### src/rtl/tv_pkg.sv
package tv_pkg;

  typedef enum logic [1:0] {
    PIX8  = 2'd0,
    PIX16 = 2'd1,
    PIX32 = 2'd2,
    PIXRS = 2'd3
  } pix_fmt_e;

  typedef struct packed {
    logic swap;
    logic ymir;
    logic xmir;
  } view_ctl_t;

endpackage

### src/rtl/tv_view_decode.sv
module tv_view_decode
  import tv_pkg::*;
(
  input  logic [2:0] view_i,
  output view_ctl_t  ctl_o
);

  always_comb begin
    case (view_i)
      3'd0:    ctl_o = '{swap: 1'b0, ymir: 1'b0, xmir: 1'b0};
      3'd1:    ctl_o = '{swap: 1'b0, ymir: 1'b0, xmir: 1'b1};
      3'd2:    ctl_o = '{swap: 1'b0, ymir: 1'b1, xmir: 1'b0};
      3'd3:    ctl_o = '{swap: 1'b0, ymir: 1'b1, xmir: 1'b1};
      3'd4:    ctl_o = '{swap: 1'b1, ymir: 1'b0, xmir: 1'b0};
      3'd5:    ctl_o = '{swap: 1'b1, ymir: 1'b0, xmir: 1'b1};
      3'd6:    ctl_o = '{swap: 1'b1, ymir: 1'b1, xmir: 1'b0};
      default: ctl_o = '{swap: 1'b1, ymir: 1'b1, xmir: 1'b1};
    endcase
  end

endmodule

### src/rtl/tv_coord_pack.sv
module tv_coord_pack
  import tv_pkg::*;
#(
  parameter int XW = 14,
  parameter int YW = 13
) (
  input  logic [1:0]      fmt_i,
  input  view_ctl_t       ctl_i,
  input  logic [XW-1:0]   x_i,
  input  logic [YW-1:0]   y_i,
  output logic [XW+YW-1:0] idx_o,
  output logic            bad_o
);

  localparam int IW = XW + YW;

  logic          xs, ys, fmt_ok;
  logic [XW-1:0] xmask, xx;
  logic [YW-1:0] ymask, yy;
  logic [IW-1:0] lin;

  always_comb begin
    case (pix_fmt_e'(fmt_i))
      PIX8:    begin xs = 1'b0; ys = 1'b0; fmt_ok = 1'b1; end
      PIX16:   begin xs = 1'b0; ys = 1'b1; fmt_ok = 1'b1; end
      PIX32:   begin xs = 1'b1; ys = 1'b1; fmt_ok = 1'b1; end
      default: begin xs = 1'b0; ys = 1'b0; fmt_ok = 1'b0; end
    endcase
  end

  assign xmask = {XW{1'b1}} >> xs;
  assign ymask = {YW{1'b1}} >> ys;
  assign bad_o = !fmt_ok || (x_i > xmask) || (y_i > ymask);

  assign xx = ctl_i.xmir ? (xmask - x_i) : x_i;
  assign yy = ctl_i.ymir ? (ymask - y_i) : y_i;

  always_comb begin
    if (ctl_i.swap)
      lin = (IW'(xx) << (YW - 32'(ys))) | IW'(yy);
    else
      lin = (IW'(yy) << (XW - 32'(xs))) | IW'(xx);
  end

  assign idx_o = bad_o ? '0 : (lin << (32'(xs) + 32'(ys)));

endmodule

### src/rtl/tv_stride_calc.sv
module tv_stride_calc
  import tv_pkg::*;
#(
  parameter int XW = 14,
  parameter int YW = 13,
  parameter int AW = 32
) (
  input  logic [1:0]    fmt_i,
  input  logic          swap_i,
  output logic [AW-1:0] stride_o
);

  logic xs, ys;

  assign xs = (fmt_i == PIX32);
  assign ys = (fmt_i == PIX16) || (fmt_i == PIX32);

  always_comb begin
    if (swap_i)
      stride_o = AW'(1) << (YW + 32'(xs));
    else
      stride_o = AW'(1) << (XW + 32'(ys));
  end

endmodule

### src/rtl/tiled_view_addr.sv
module tiled_view_addr
  import tv_pkg::*;
#(
  parameter int XW      = 14,
  parameter int YW      = 13,
  parameter bit REG_OUT = 1'b1
) (
  input  logic                clk,
  input  logic                rst_n,
  input  logic                req_i,
  input  logic [1:0]          fmt_i,
  input  logic [2:0]          view_i,
  input  logic [XW-1:0]       x_i,
  input  logic [YW-1:0]       y_i,
  output logic                vld_o,
  output logic [XW+YW+4:0]    addr_o,
  output logic [XW+YW+4:0]    stride_o,
  output logic                bad_o
);

  localparam int IW = XW + YW;
  localparam int AW = IW + 5;

  view_ctl_t     ctl;
  logic [IW-1:0] idx;
  logic          bad_c;
  logic [AW-1:0] addr_c, stride_raw, stride_c;

  tv_view_decode u_dec (
    .view_i (view_i),
    .ctl_o  (ctl)
  );

  tv_coord_pack #(.XW(XW), .YW(YW)) u_pack (
    .fmt_i (fmt_i),
    .ctl_i (ctl),
    .x_i   (x_i),
    .y_i   (y_i),
    .idx_o (idx),
    .bad_o (bad_c)
  );

  tv_stride_calc #(.XW(XW), .YW(YW), .AW(AW)) u_stride (
    .fmt_i    (fmt_i),
    .swap_i   (ctl.swap),
    .stride_o (stride_raw)
  );

  assign addr_c   = bad_c ? '0 : {view_i, fmt_i, idx};
  assign stride_c = bad_c ? '0 : stride_raw;

  generate
    if (REG_OUT) begin : g_reg
      logic          vld_q, vld_d, bad_q, bad_d;
      logic [AW-1:0] addr_q, addr_d, strd_q, strd_d;

      always_comb begin
        vld_d  = req_i;
        addr_d = addr_q;
        strd_d = strd_q;
        bad_d  = bad_q;
        if (req_i) begin
          addr_d = addr_c;
          strd_d = stride_c;
          bad_d  = bad_c;
        end
      end

      always_ff @(posedge clk or negedge rst_n) begin
        if (!rst_n) begin
          vld_q  <= 1'b0;
          addr_q <= '0;
          strd_q <= '0;
          bad_q  <= 1'b0;
        end else begin
          vld_q  <= vld_d;
          addr_q <= addr_d;
          strd_q <= strd_d;
          bad_q  <= bad_d;
        end
      end

      assign vld_o    = vld_q;
      assign addr_o   = addr_q;
      assign stride_o = strd_q;
      assign bad_o    = bad_q;


      req_to_vld_chk: assert property (@(posedge clk) disable iff (!rst_n)
        req_i |=> vld_o);

      idle_hold_chk: assert property (@(posedge clk) disable iff (!rst_n)
        !req_i |=> (!vld_o && $stable(addr_o) && $stable(stride_o) && $stable(bad_o)));
    end else begin : g_comb
      assign vld_o    = req_i;
      assign addr_o   = addr_c;
      assign stride_o = stride_c;
      assign bad_o    = bad_c;
    end
  endgenerate


  bad_zero_chk: assert property (@(posedge clk) disable iff (!rst_n)
    (vld_o && bad_o) |-> (addr_o == '0 && stride_o == '0));

  fmt_tag_legal_chk: assert property (@(posedge clk) disable iff (!rst_n)
    (vld_o && !bad_o) |-> (addr_o[IW+1:IW] != 2'b11));

  stride_onehot_chk: assert property (@(posedge clk) disable iff (!rst_n)
    (vld_o && !bad_o) |-> ($countones(stride_o) == 1));

  low_align_chk: assert property (@(posedge clk) disable iff (!rst_n)
    (vld_o && !bad_o && addr_o[IW+1:IW] == 2'd2) |-> (addr_o[1:0] == 2'b00));

  half_align_chk: assert property (@(posedge clk) disable iff (!rst_n)
    (vld_o && !bad_o && addr_o[IW+1:IW] == 2'd1) |-> (addr_o[0] == 1'b0));

endmodule

### config.mk
export PLATFORM = sky130hd
export DESIGN_NAME = tiled_view_addr
export DESIGN_NICKNAME = d
export VERILOG_FILES = /design/src/rtl/tv_pkg.sv /design/src/rtl/tv_view_decode.sv /design/src/rtl/tv_coord_pack.sv /design/src/rtl/tv_stride_calc.sv /design/src/rtl/tiled_view_addr.sv
export SDC_FILE = /design/constraint.sdc
export NUM_CORES = 1
export LEC_CHECK = 0
export CAP_MARGIN = 20
export CORE_MARGIN = 4
export CORE_UTILIZATION = 45
export CTS_BUF_LIST = sky130_fd_sc_hd__clkbuf_16
export DETAILED_ROUTE_END_ITERATION = 8
export GPL_TIMING_DRIVEN = 0
export PLACE_DENSITY = 0.74
export SLEW_MARGIN = 20
export SYNTH_ARGS = -nofsm -noshare
export SYNTH_HDL_FRONTEND = slang
export SYNTH_HIERARCHICAL = 1
export SYNTH_SLANG_ARGS = --single-unit
### constraint.sdc
create_clock -name clk -period 0.8 [get_ports clk]
set_input_delay 0.08 -clock clk [delete_from_list [all_inputs] [get_ports clk]]
set_output_delay 0.08 -clock clk [all_outputs]
set_load 0.01 [all_outputs]
==> Word-level counts from Yosys, hierarchy flattened <==
Cells that the tools add are included.
{ "op_classes": {"magnitude_cmp": 2, "addsub": 7, "n_shift": 7, "reduce_logical": 8, "n_eq_ne": 8, "n_mux": 10, "bitwise": 2} }
{ "op_table": {"columns": ["op", "count"], "rows": [
  ["2-to-1 mux 32 bit", 3],
  ["left shift 1 x 32 -> 32 bit, first input constant", 2],
  ["left shift 13 x 32 -> 27 bit", 1],
  ["left shift 14 x 32 -> 27 bit", 1],
  ["left shift 27 x 32 -> 27 bit", 1],
  ["2-to-1 mux 27 bit", 1],
  ["OR 27 x 13 -> 27 bit", 1],
  ["OR 27 x 14 -> 27 bit", 1],
  ["case mux 3 bit (7 select lines)", 1],
  ["greater-than comparator 14 bit", 1],
  ["2-to-1 mux 14 bit", 1],
  ["right shift 14 x 1 -> 14 bit, first input constant", 1],
  ["subtractor 14 bit", 1],
  ["greater-than comparator 13 bit", 1],
  ["2-to-1 mux 13 bit", 1],
  ["right shift 13 x 1 -> 13 bit, first input constant", 1],
  ["subtractor 13 bit", 1],
  ["adder 4 x 1 -> 5 bit, first input constant", 2],
  ["subtractor 4 x 1 -> 5 bit, first input constant", 2],
  ["== test 3 bit, second input constant", 3],
  ["== test 3 x 2 -> 1 bit, second input constant", 2],
  ["== test 3 x 1 -> 1 bit, second input constant", 1],
  ["zero test 3 bit", 1],
  ["logical OR 1 bit", 3],
  ["other kinds (8)", 10]
]} }
{ "totals": {"out_inout_bits": 66, "elab_cells": 48, "ff_bits": 66, "input_bits": 35} }

==> Depth between registers and ports, before layout <==
Gate-level depths: netlist of the first run.
{ "depth": {"ltp_word": 11, "mapped_depth": 15} }

==> Modules after synthesis <==
Netlist of the first run, hierarchy kept.
{ "modules_own_cells": {"columns": ["module", "seq_area_each_um2", "area_per_inst_um2", "instances", "cells_each"], "rows": [
  ["tiled_view_addr", 1651.6, 2840.2, 1, 280],
  ["tv_coord_pack", 0.0, 1941.9, 1, 236],
  ["tv_stride_calc", 0.0, 262.8, 1, 35],
  ["tv_view_decode", 0.0, 11.3, 1, 3]
]} }

==> Worst setup path after synthesis of the first run <==
OpenSTA, ideal clock, no wires.
{ "synth_timing": {"path_kind": "input port to flip-flop", "start": "input port fmt_i[0]", "end": "register g_reg.bad_q, in the netlist bad_o", "n_path_buf": 6, "setup_time_ps": 125, "arrival_time_ps": 2266, "slack_ps": -1590, "required_time_ps": 675, "stages": 14, "cell_sequence": "inv_1 ha_1 buf_6 buf_6 inv_1 ha_1 nor2_1 nor3_1 inv_1 clkbuf_1 buf_1 buf_2 buf_6 mux2_2"} }
{ "synth_via": {"elab_chain_len": 6, "word_cells_on_any_way": 15} }
{ "synth_rtl": {"columns": ["element", "line_no", "source"], "rows": [
  ["from (decl)", "tiled_view_addr.sv:11", "input logic [1:0] fmt_i,"],
  ["== test 2 x 1 -> 1 bit (tied with other cells)", "tv_coord_pack.sv:23", "case (pix_fmt_e'(fmt_i))"],
  ["OR reduction 2 bit (no line) (tied with other cells)", null, null],
  ["2-to-1 mux 1 bit or right shift 14 x 1 -> 14 bit (tied branches)", "tv_coord_pack.sv:23, tv_coord_pack.sv:31", null],
  ["right shift 13 x 1 -> 13 bit (tied with other cells)", "tv_coord_pack.sv:32", "assign ymask = {YW{1'b1}} >> ys;"],
  ["greater-than comparator 13 bit or logical OR 1 bit (tied branches)", "tv_coord_pack.sv:33", "assign bad_o = !fmt_ok || (x_i > xmask) || (y_i > ymask);"],
  ["logical OR 1 bit *", "tv_coord_pack.sv:33", null],
  ["net bad_c", "tiled_view_addr.sv:26", "logic bad_c;"],
  ["to (signal assigned)", "tiled_view_addr.sv:74", "bad_q <= 1'b0;"],
  ["to (signal assigned)", "tiled_view_addr.sv:79", "bad_q <= bad_d;"],
  ["to (decl)", "tiled_view_addr.sv:54", "logic vld_q, vld_d, bad_q, bad_d;"]
]} }
Mark *: on every way through the listed nets, which the timed path passes. The rest lies on a longest branch.
A chain may end at the register's enable or synchronous reset.

==> Worst setup path in the final report of the first run <==
{ "layout_timing": {"start": "input port fmt_i[0]", "end": "register g_reg.addr_q[21], in the netlist addr_o[21]"} }
{ "layout_via": {"elab_chain_len": 11, "word_cells_on_any_way": 29} }
{ "layout_rtl": {"columns": ["element", "line_no", "source"], "rows": [
  ["== test 2 x 1 -> 1 bit or == test 2 bit (tied branches)", "tv_coord_pack.sv:23", null],
  ["OR reduction 2 bit (no line)", null, null],
  ["2-to-1 mux 1 bit", "tv_coord_pack.sv:23", null],
  ["right shift 13 x 1 -> 13 bit", "tv_coord_pack.sv:32", null],
  ["subtractor 13 bit", "tv_coord_pack.sv:36", "assign yy = ctl_i.ymir ? (ymask - y_i) : y_i;"],
  ["2-to-1 mux 13 bit", "tv_coord_pack.sv:36", null],
  ["left shift 13 x 32 -> 27 bit", "tv_coord_pack.sv:42", "lin = (IW'(yy) << (XW - 32'(xs))) | IW'(xx);"],
  ["OR 27 x 14 -> 27 bit", "tv_coord_pack.sv:42", null],
  ["2-to-1 mux 27 bit", "tv_coord_pack.sv:39", "if (ctl_i.swap)"],
  ["left shift 27 x 32 -> 27 bit *", "tv_coord_pack.sv:45", "assign idx_o = bad_o ? '0 : (lin << (32'(xs) + 32'(ys)));"],
  ["net idx[21]", "tiled_view_addr.sv:25", "logic [IW-1:0] idx;"],
  ["2-to-1 mux 32 bit *", "tiled_view_addr.sv:49", "assign addr_c = bad_c ? '0 : {view_i, fmt_i, idx};"],
  ["to (signal assigned)", "tiled_view_addr.sv:77", "addr_q <= addr_d;"],
  ["to (decl)", "tiled_view_addr.sv:55", "logic [AW-1:0] addr_q, addr_d, strd_q, strd_d;"]
]} }
Marks and branches as above.

==> results_dict.tcl, run 1 <==
set metrics [dict create \
    yosysSeqAreaShare 0.327 \
    areaGrowthSynthToFinish_pct 53.3 \
    cts_max_level 3 \
    timing_worst_slew_pin_value_ns 0.527 \
    portBuffers 100 \
    r2r.worst_path.cells 4 \
    critPathMaxFanout 5 \
    detail-route-antenna-nets 0 \
    iter_0_drt_violations 254 \
    cts_root_buffer "clkbuf_16" \
    via_count_of_the_first_global_routing_pass 4813 \
    routedLengthMet1_um 6340 \
    drt-total-wl_um 15200 \
    ir_worst_vdd_mv 1.20 \
    leakage_dissipation_nw 3.68 \
    drive_above_1_share 0.423 \
    ios 101 \
    crit_path_end_kind "flop" \
    grt_remaining_overflow 0 \
    num-nets-final 828 \
    clkSlewWorstSetupHoldPaths_ns 0.05 \
    hold_depth 1 \
    period_share 2.28 \
    ys_ff_latch 66 \
    cts_tree "built" \
    hold_path_class "input port to flop" \
    drc 0 \
    viasPerCell 5.06 \
    route.met3.wl_um 749 \
    worst-endpoint-arrival_ns 2.03 \
    slew_viol_final 0 \
    maxUsedRoutingLayer "met4" \
    wl_met2_um 7560 \
    synth_edf_count 0 \
    fin_ws_ns -1.02 \
    finalSetupViolCount 107 \
    worst_clock_skew_ns 0 \
    wl_per_cell_um 16.4 \
    fmaxAchievable_mhz 548 \
    final_period_minus_worst_setup_slack_ns 1.82 \
    failing_checks "setup timing" \
    cts_buffer_depth 2 \
    dp.final_hpwl_um 10300 \
    gr-usage-all-layers 0.231 \
    criticalPathCategory "input port to flop" \
    initial_core_util 0.462 \
    yosysWarnings 6 \
    power.density_cell_area_mw_per_mm2 1640 \
    die_area_mm2 0.0130 \
    post_synth_inst_count 554 \
    total_via_count_in_the_routed_design 4708 \
    worst_ep_required_time_ns 1.01 \
    clkSinkCount 66 \
    die_height_um 114 \
    cts-buffers-inserted 9 \
    num-fill-cells 841 \
    design.core.area_mm2 0.0109 \
    grt_first_pass_wirelength_um 23900 \
    clk_latency_ns 0.33 \
    placement_rows 38 \
    chipWidth_um 114 \
    antenna_cells_inserted 0 \
    max-slew-margin-rel 0.648 \
    synthesis.area_mm2 0.00506 \
    total_power_mw 12.7 \
    grt_setup_unrepaired "yes" \
    worstSetupStartpointType "input port" \
    grt_max_degree 57 \
    post_synth.cell_area_avg_um2 9.13 \
    gp_congestion 0.898 \
    maxCapViolCount 0 \
    drt-pass1-iter-count 5 \
    timing.hold.ws_ns 0.0997 \
    report.final.hold_viol_count 0 \
    status "complete, but fails checks" \
    antenna_found_initial 0 \
    yosys_most_used_dff "dfrtp_1" \
    synthDistinctLibCells 44 \
    synthArstFlopShare 1.00 \
]
==> through the flow <==
step	util	instances	setup slack [ns]	setup TNS [ns]	cell area, µm²
6_report	0.709	930	-1.02	-40.50	7750
4_1_cts	0.664	900	-0.998	-40.62	7260
2_1_floorplan	-	582	-1.23	-41.32	5240
3_5_place_dp	0.589	823	-2.38	-107.22	6440
5_1_grt	0.709	930	-1.10	-44.89	7750
3_3_place_gp	0.587	822	-2.44	-267.00	6420
==> report_power, final <==
| part | switching, mW | internal [mW] | total [mW] | leakage [nW] |
|---|---|---|---|---|
| registers | 0.177 | 3.65 | 3.82 | 0.888 |
| clock network | 1.33 | 2.66 | 3.99 | 0.153 |
| logic | 2.26 | 2.62 | 4.87 | 2.63 |
==> flip-flops by register name, indices dropped and copies added (netlist names) <==
signal,flops
addr_o,32
stride_o,32
bad_o,1
vld_o,1
==> critical path, cell delays in order <==
cell and delay [ns]:
buf_12 0.09, inv_12 0.03, ha_4 0.26, buf_6 0.12, buf_12 0.14, mux2i_4 0.25, xnor2_2 0.11, mux4_2 0.50
a22o_1 0.26, nand3b_1 0.10, o21ai_1 0.07
==> cell usage after synthesis (2+ instances only) <==
master    instances  area [µm²]
buf_2            16        80.1
buf_6             6        67.6
xnor2_1          28         245
a211oi_1          8        60.1
o21ai_1          11        55.1
nor2b_1           3        18.8
inv_1            75         282
clkbuf_1         11        41.3
o21ai_0          59         295
nand2b_1          3        18.8
o211a_1           2        20.0
dfrtp_1          66        1650
xor2_1           17         149
mux4_2           12         270
a22o_1            7        61.3
nor3_1            6        30.0
a21oi_1           8        40.0
nor2_1           29         109
mux2_2            6        67.6
nand2_1           9        33.8
mux2i_1          40         400
ha_1              7        87.6
buf_4            40         300
nand3b_1         65         488
==> kinds of logic (layout without fill, tap and decap cells) <==
family                   count (synthesis)  count (layout)  share of synthesized area
multiplexers                            60              60                      0.154
XOR/XNOR                                45              45                     0.0780
buffers and inverters                  151             359                      0.158
adder cells (fa/ha/maj)                  7               7                     0.0173
AND/OR/NAND/NOR                        120             120                      0.145
AO/OA/AOI/OAI                          104             104                      0.121
flip-flops                              66              66                      0.327
other                                    1              29                   0.000742
==> repair_timing <==
| action | in CTS | in global routing |
|---|---|---|
| hold endpoints to repair | 66 | 0 |
| setup endpoints to repair | 131 | 103 |
| pin swaps | 25 | 13 |
| resized for setup | 393 | 69 |
| hold buffers | 1 | 0 |
| cloned | 4 | 1 |
| setup buffers | 58 | 31 |
==> cell usage in the layout (no fill, tap or decap), drive strengths merged, types with 2 or more instances in the layout <==
cell type,count
inv,77
xnor2,28
mux4,13
ha,7
mux2,7
clkbuf,19
bufinv,2
mux2i,40
dfrtp,66
a21oi,8
buf,226
nor2b,3
dlygate4sd2,4
clkinv,3
clkdlybuf4s50,25
a22o,7
clkdlybuf4s15,2
o21ai,70
nor3,6
a211oi,8
conb,29
nand3b,65
xor2,17
nand2,9
nor2,29
nand2b,3
o211a,2
==> per-layer routing <==
metal,vias to the layer above,track usage
met5,-,0
met4,0,0.108
met3,45,0.0414
met2,173,0.393
met1,2229,0.285
li1,2261,-
==> final timing paths <==
| check | slack, ns | from | to |
|---|---|---|---|
| max in group asynchronous | 0.15 | rst_n | addr_o[2] |
| min reg2reg | 0.51 | stride_o[27] | stride_o[27] |
| min in group asynchronous | 0.13 | rst_n | stride_o[9] |
| max reg2reg | -0.07 | addr_o[17] | addr_o[17] |
| max | -1.02 | fmt_i[0] | addr_o[21] |
| min | 0.1 | req_i | vld_o |
==> cell type report <==
class,count,area [µm²],share of cell area
Clock buffer,9,225,0.0291
Inverter,76,305,0.0394
Clock inverter,6,75.1,0.00969
Timing Repair Buffer,194,1560,0.202
Multi-Input combinational cell,365,3120,0.403
Buffer,74,634,0.0819
Tap cell,140,175,0.0226
Sequential cell,66,1650,0.213
No activity file was read; power rests on OpenSTA's default activity.
==> run 2: changes to the inputs <==
CORE_MARGIN = 2   (was 4)
==> results_dict.tcl, run 2 (synthesis gave the netlist of run 1 again) <==
set metrics [dict create \
    via_count_of_the_first_global_routing_pass 4644 \
    cell_internal_pwr_mw 8.78 \
    antenna_cells_inserted 0 \
    maxCapViolCount 0 \
    critical_path_top_delay_cell "mux4_2" \
    worst_ep_required_time_ns 1.01 \
    total_switching_power_mw 3.69 \
    cts_root_buffer "clkbuf_16" \
    initial_core_util 0.464 \
    antenna_found_initial 0 \
    finish.cell_count_without_fillers 911 \
    cpMostUsedCell "buf_12" \
    cts_max_level 3 \
    clk_latency_ns 0.33 \
    fin_ws_ns -1.04 \
    areaGrowthSynthToFinish_pct 48.5 \
    seq_power_share 0.306 \
    clkSinkCount 66 \
    worstSetupStartpointType "input port" \
    power.density_cell_area_mw_per_mm2 1660 \
    commonest_non_fill_non_tap_cell_in_the_layout "buf_4" \
    cts-buffers-inserted 9 \
    drt-pass1-iter-count 7 \
    grt_max_degree 55 \
    portBuffers 100 \
    drc 0 \
    gr-usage-all-layers 0.240 \
    viasPerCell 5.05 \
    drt-total-wl_um 14500 \
    total_power_mw 12.5 \
    ir_worst_vdd_mv 1.03 \
    power.switching_fraction 0.296 \
    max-slew-margin-rel 0.647 \
    final_period_minus_worst_setup_slack_ns 1.84 \
    layout.cells.most_common_list "99 x buf_4, 73 x inv_1, 66 x dfrtp_1, 65 x buf_2, 65 x nand3b_1" \
    period_share 2.30 \
    critical_path.max_stage_delay_ns 0.52 \
    gp_congestion 0.983 \
    worst-endpoint-arrival_ns 2.06 \
    status "complete, but fails checks" \
    leakage_dissipation_nw 3.54 \
    comb_power_share 0.373 \
    grt_setup_unrepaired "yes" \
    cell_breakdown_of_the_critical_path "buf_12 -> inv_12 -> ha_4 -> buf_6 -> buf_12 -> buf_12 -> mux2i_2 -> xnor2_1 -> mux4_2 -> a22o_1 -> nand3b_1 -> o21ai_1" \
    multi_input_area_mm2 0.00304 \
    clkSlewWorstSetupHoldPaths_ns 0.06 \
    drive_above_1_share 0.387 \
    clock_power_share 0.321 \
    critPathMaxFanout 5 \
    dp.final_hpwl_um 9930 \
    grt_first_pass_wirelength_um 22500 \
    chipWidth_um 110 \
    detail-route-antenna-nets 0 \
    criticalPathCategory "input port to flop" \
    wl_per_cell_um 15.9 \
    finalSetupViolCount 103 \
    slew_viol_final 0 \
    failing_checks "setup timing" \
    placement_rows 38 \
    placed_instances 823 \
    cts_buffer_depth 2 \
    hold_path_class "input port to flop" \
    num-nets-final 809 \
    crit_path_end_kind "flop" \
    design.core.area_mm2 0.0109 \
    worst_clock_skew_ns 0 \
    iter_0_drt_violations 313 \
    die_height_um 110 \
    sequential_cell_area_mm2 0.00165 \
    grt_remaining_overflow 0 \
    total_via_count_in_the_routed_design 4603 \
    timing_worst_slew_pin_value_ns 0.529 \
    report.final.hold_viol_count 0 \
    cts_tree "built" \
    design_area_mm2 0.00751 \
    die_area_mm2 0.0121 \
    dpl_cell_area_mm2 0.00644 \
    fmaxAchievable_mhz 543 \
    num-fill-cells 854 \
    ios 101 \
]
-- run 2: repair_timing --
action                                  in CTS  in global routing
gates cloned                                 4                  0
hold buffers                                 1                  0
setup buffers                               49                 22
endpoints found under the setup margin     131                102
endpoints found under the hold margin       66                  0
pin swaps                                   19                 17
resized for setup                          398                 41
-- run 2: final cells by class --
class                           instances  share of cell area
Inverter                               76              0.0403
Clock inverter                          6              0.0100
Tap cell                              140              0.0233
Sequential cell                        66               0.220
Clock buffer                            9              0.0300
Multi-Input combinational cell        365               0.404
Buffer                                 74              0.0848
Timing Repair Buffer                  175               0.187
-- run 2: metrics by stage --
stage / setup WS [ns] / setup TNS, ns / util / hold WS, ns
5_1_grt: -1.09 / -45.68 / 0.690 / 0.118
3_5_place_dp: -2.33 / -105.27 / 0.592 / -0.0498
6_report: -1.04 / -41.43 / 0.690 / 0.108
2_1_floorplan: -1.23 / -41.32 / - / -0.216
4_1_cts: -0.986 / -40.03 / 0.661 / 0.0949
3_3_place_gp: -2.39 / -259.98 / 0.589 / 0.502
-- run 2: power groups by stage --
stage | clock, mW | combinational, mW | sequential [mW]
2_1_floorplan | 0 | 2.13 | 4.00
5_1_grt | 4.21 | 5.01 | 3.84
3_5_place_dp | 0 | 3.69 | 3.88
6_report | 4.01 | 4.65 | 3.82
3_3_place_gp | 0 | 3.60 | 3.87
4_1_cts | 4.06 | 4.23 | 3.81
-- run 2: per-layer routing --
metal	global-route usage	part of all wire	vias up
met5	0	0	-
met4	0.0949	0.024	0
met3	0.0376	0.053	32
met2	0.433	0.52	164
met1	0.284	0.41	2188
li1	-	-	2219
-- run 2: final timing paths --
kind | cells after the start | to | slack [ns] | startpoint
min | 1 | vld_o | 0.11 | req_i
min in group asynchronous | 2 | stride_o[31] | 0.16 | rst_n
max reg2reg | 2 | bad_o | -0.08 | bad_o
min reg2reg | 2 | stride_o[28] | 0.51 | stride_o[28]
max | 12 | addr_o[18] | -1.04 | fmt_i[0]
max in group asynchronous | 3 | addr_o[4] | 0.12 | rst_n
-- run 2: worst max-delay path, delay by kind of cell --
kind	cells	cell delay, ns
xor+xnor	1	0.12
fa+ha+maj	1	0.25
mux	2	0.74
buf+inv	5	0.45
simple gates	1	0.09
compound gates	2	0.30
==> run 3: changes to the inputs <==
HOLD_SLACK_MARGIN = 0.03   (was not set)
SKIP_LAST_GASP = 1   (was not set)
==> results_dict.tcl, run 3 (synthesis gave the netlist of run 1 again) <==
set metrics [dict create \
    power.density_cell_area_mw_per_mm2 1660 \
    cts_buffer_depth 2 \
    total_power_mw 12.5 \
    r2r_start "bad_o" \
    cp.depth 12 \
    ir_worst_vdd_mv 1.03 \
    viasPerCell 5.08 \
    die_height_um 110 \
    status "complete, but fails checks" \
    clk_latency_ns 0.33 \
    gp_congestion 0.983 \
    maxUsedRoutingLayer "met4" \
    period_share 2.30 \
    cts_tree "built" \
    fmaxAchievable_mhz 543 \
    iter_0_drt_violations 315 \
    cpMostUsedCell "buf_12" \
    worst_ep_required_time_ns 1.01 \
    detail-route-antenna-nets 0 \
    finalSetupViolCount 104 \
    chipWidth_um 110 \
    via_count_of_the_first_global_routing_pass 4615 \
    route.met3.wl_um 793 \
    commonest_non_fill_non_tap_cell_in_the_layout "buf_4" \
    initial_core_util 0.464 \
    hold_path_class "input port to flop" \
    failing_checks "setup timing" \
    drt-total-wl_um 14500 \
    cell_breakdown_of_the_critical_path "buf_12 -> inv_12 -> ha_4 -> buf_6 -> buf_12 -> buf_12 -> mux2i_2 -> xnor2_1 -> mux4_2 -> a22o_1 -> nand3b_1 -> o21ai_1" \
    leakage_dissipation_nw 3.55 \
    design.core.area_mm2 0.0109 \
    drc 0 \
    worst-path-buf-inv 5 \
    grt_first_pass_wirelength_um 22500 \
    wl_met2_um 7530 \
    critical_path_top_delay_cell "mux4_2" \
    critical_path.max_stage_delay_ns 0.51 \
    worst_path_dominant_cell_family "multiplexers" \
    dpl_cell_area_mm2 0.00644 \
    clkSinkCount 66 \
    finish.cell_count_without_fillers 911 \
    cts-buffers-inserted 9 \
    r2r.worst_path.cells 2 \
    placed_instances 823 \
    cts_max_level 3 \
    grt_remaining_overflow 0 \
    crit_path_end_kind "flop" \
    num-nets-final 809 \
    final_period_minus_worst_setup_slack_ns 1.84 \
    gr-usage-all-layers 0.240 \
    setup-tns-final_ns -40.59 \
    routedLengthMet1_um 5910 \
    fin_ws_ns -1.04 \
    layout.cells.most_common_list "99 x buf_4, 73 x inv_1, 66 x dfrtp_1, 65 x buf_2, 65 x nand3b_1" \
    die_area_mm2 0.0121 \
    grt_setup_unrepaired "yes" \
    portBuffers 100 \
    grt_max_degree 55 \
    rr_endpoint "bad_o" \
    timing.reg2reg.setup_slack_ns -0.09 \
    timing.hold.ws_ns 0.0280 \
    worstSetupStartpointType "input port" \
    maxCapViolCount 0 \
    total_via_count_in_the_routed_design 4627 \
    clkSlewWorstSetupHoldPaths_ns 0.05 \
    report.final.hold_viol_count 0 \
    startpoint "fmt_i[0]" \
    critPathMaxFanout 5 \
    ios 101 \
    antenna_found_initial 0 \
    worst-endpoint-arrival_ns 2.05 \
    num-fill-cells 856 \
    launch_instance_of_the_worst_min_delay_path "view_i[2]" \
    criticalPathCategory "input port to flop" \
    wl_per_cell_um 16.0 \
    max-slew-margin-rel 0.580 \
    placement_rows 38 \
    worst_clock_skew_ns 0 \
    areaGrowthSynthToFinish_pct 48.9 \
    drive_above_1_share 0.394 \
    cts_root_buffer "clkbuf_16" \
    antenna_cells_inserted 0 \
    endpoint_of_the_most_critical_setup_path "addr_o[20]" \
    design_area_mm2 0.00753 \
    slew_viol_final 0 \
    drt-pass1-iter-count 5 \
    dp.final_hpwl_um 9930 \
    timing_worst_slew_pin_value_ns 0.624 \
]
run 3: changes by cell type in the layout (fill, tap and decap cells not counted), moves of 2 or more:
cell	delta
o21ai_0	+6
o21ai_1	-6
xor2_1	-4
xor2_2	+4
a21oi_1	+3
a211oi_1	-2
a211oi_2	+2
a21oi_2	-2
clkbuf_2	+2
mux2i_1	-2
mux2i_2	+2
run 3: worst reg2reg max path, cell delays in order (launching register included):
cell and delay, ns:
dfrtp_1 0.38, buf_4 0.13, mux2_4 0.26
run 3: worst min path at each step:
| stage | cells past startpoint | slack (ns) | endpoint |
|---|---|---|---|
| 2_1_floorplan | 0 | -0.22 | addr_o[0] |
| 5_1_grt | 3 | 0.04 | addr_o[31] |
| 4_1_cts | 1 | 0.09 | vld_o |
| 6_report | 3 | 0.03 | addr_o[31] |
| 3_3_place_gp | 2 | 0.50 | addr_o[30] |
| 3_5_place_dp | 1 | -0.05 | stride_o[9] |
run 3: layer usage:
metal  GRT usage  vias up
met5           0        -
met4      0.0904        0
met3      0.0364       28
met2       0.433      176
met1       0.286     2205
li1            -     2218
run 3: power breakdown:
group	leakage, nW	switching (mW)	total [mW]	internal (mW)
sequential	0.888	0.174	3.82	3.65
combinational	2.50	2.17	4.64	2.47
clock	0.153	1.34	4.01	2.66
total	3.55	3.69	12.5	8.78
run 3: what timing repair did:
item | in CTS | in global routing
setup buffers | 49 | 22
pin swaps | 18 | 16
setup endpoints to repair | 131 | 102
hold buffers | 1 | 0
gates cloned | 4 | 0
gates resized for setup | 392 | 47
endpoints found under the hold margin | 66 | 0
run 3: metrics by stage:
stage	setup WS (ns)	util
3_5_place_dp	-2.33	0.592
6_report	-1.04	0.691
4_1_cts	-0.986	0.660
3_3_place_gp	-2.39	0.589
5_1_grt	-1.11	0.691
2_1_floorplan	-1.23	-
run 3: final cells by class:
class / instances / area, µm² / area share
tap: 140 / 175 / 0.0233
buffer: 74 / 643 / 0.0854
clock buffer: 9 / 225 / 0.0299
timing repair buffer: 175 / 1400 / 0.186
inverter: 76 / 303 / 0.0402
sequential: 66 / 1650 / 0.219
multi-input combinational: 365 / 3060 / 0.406
clock inverter: 6 / 75.1 / 0.00997
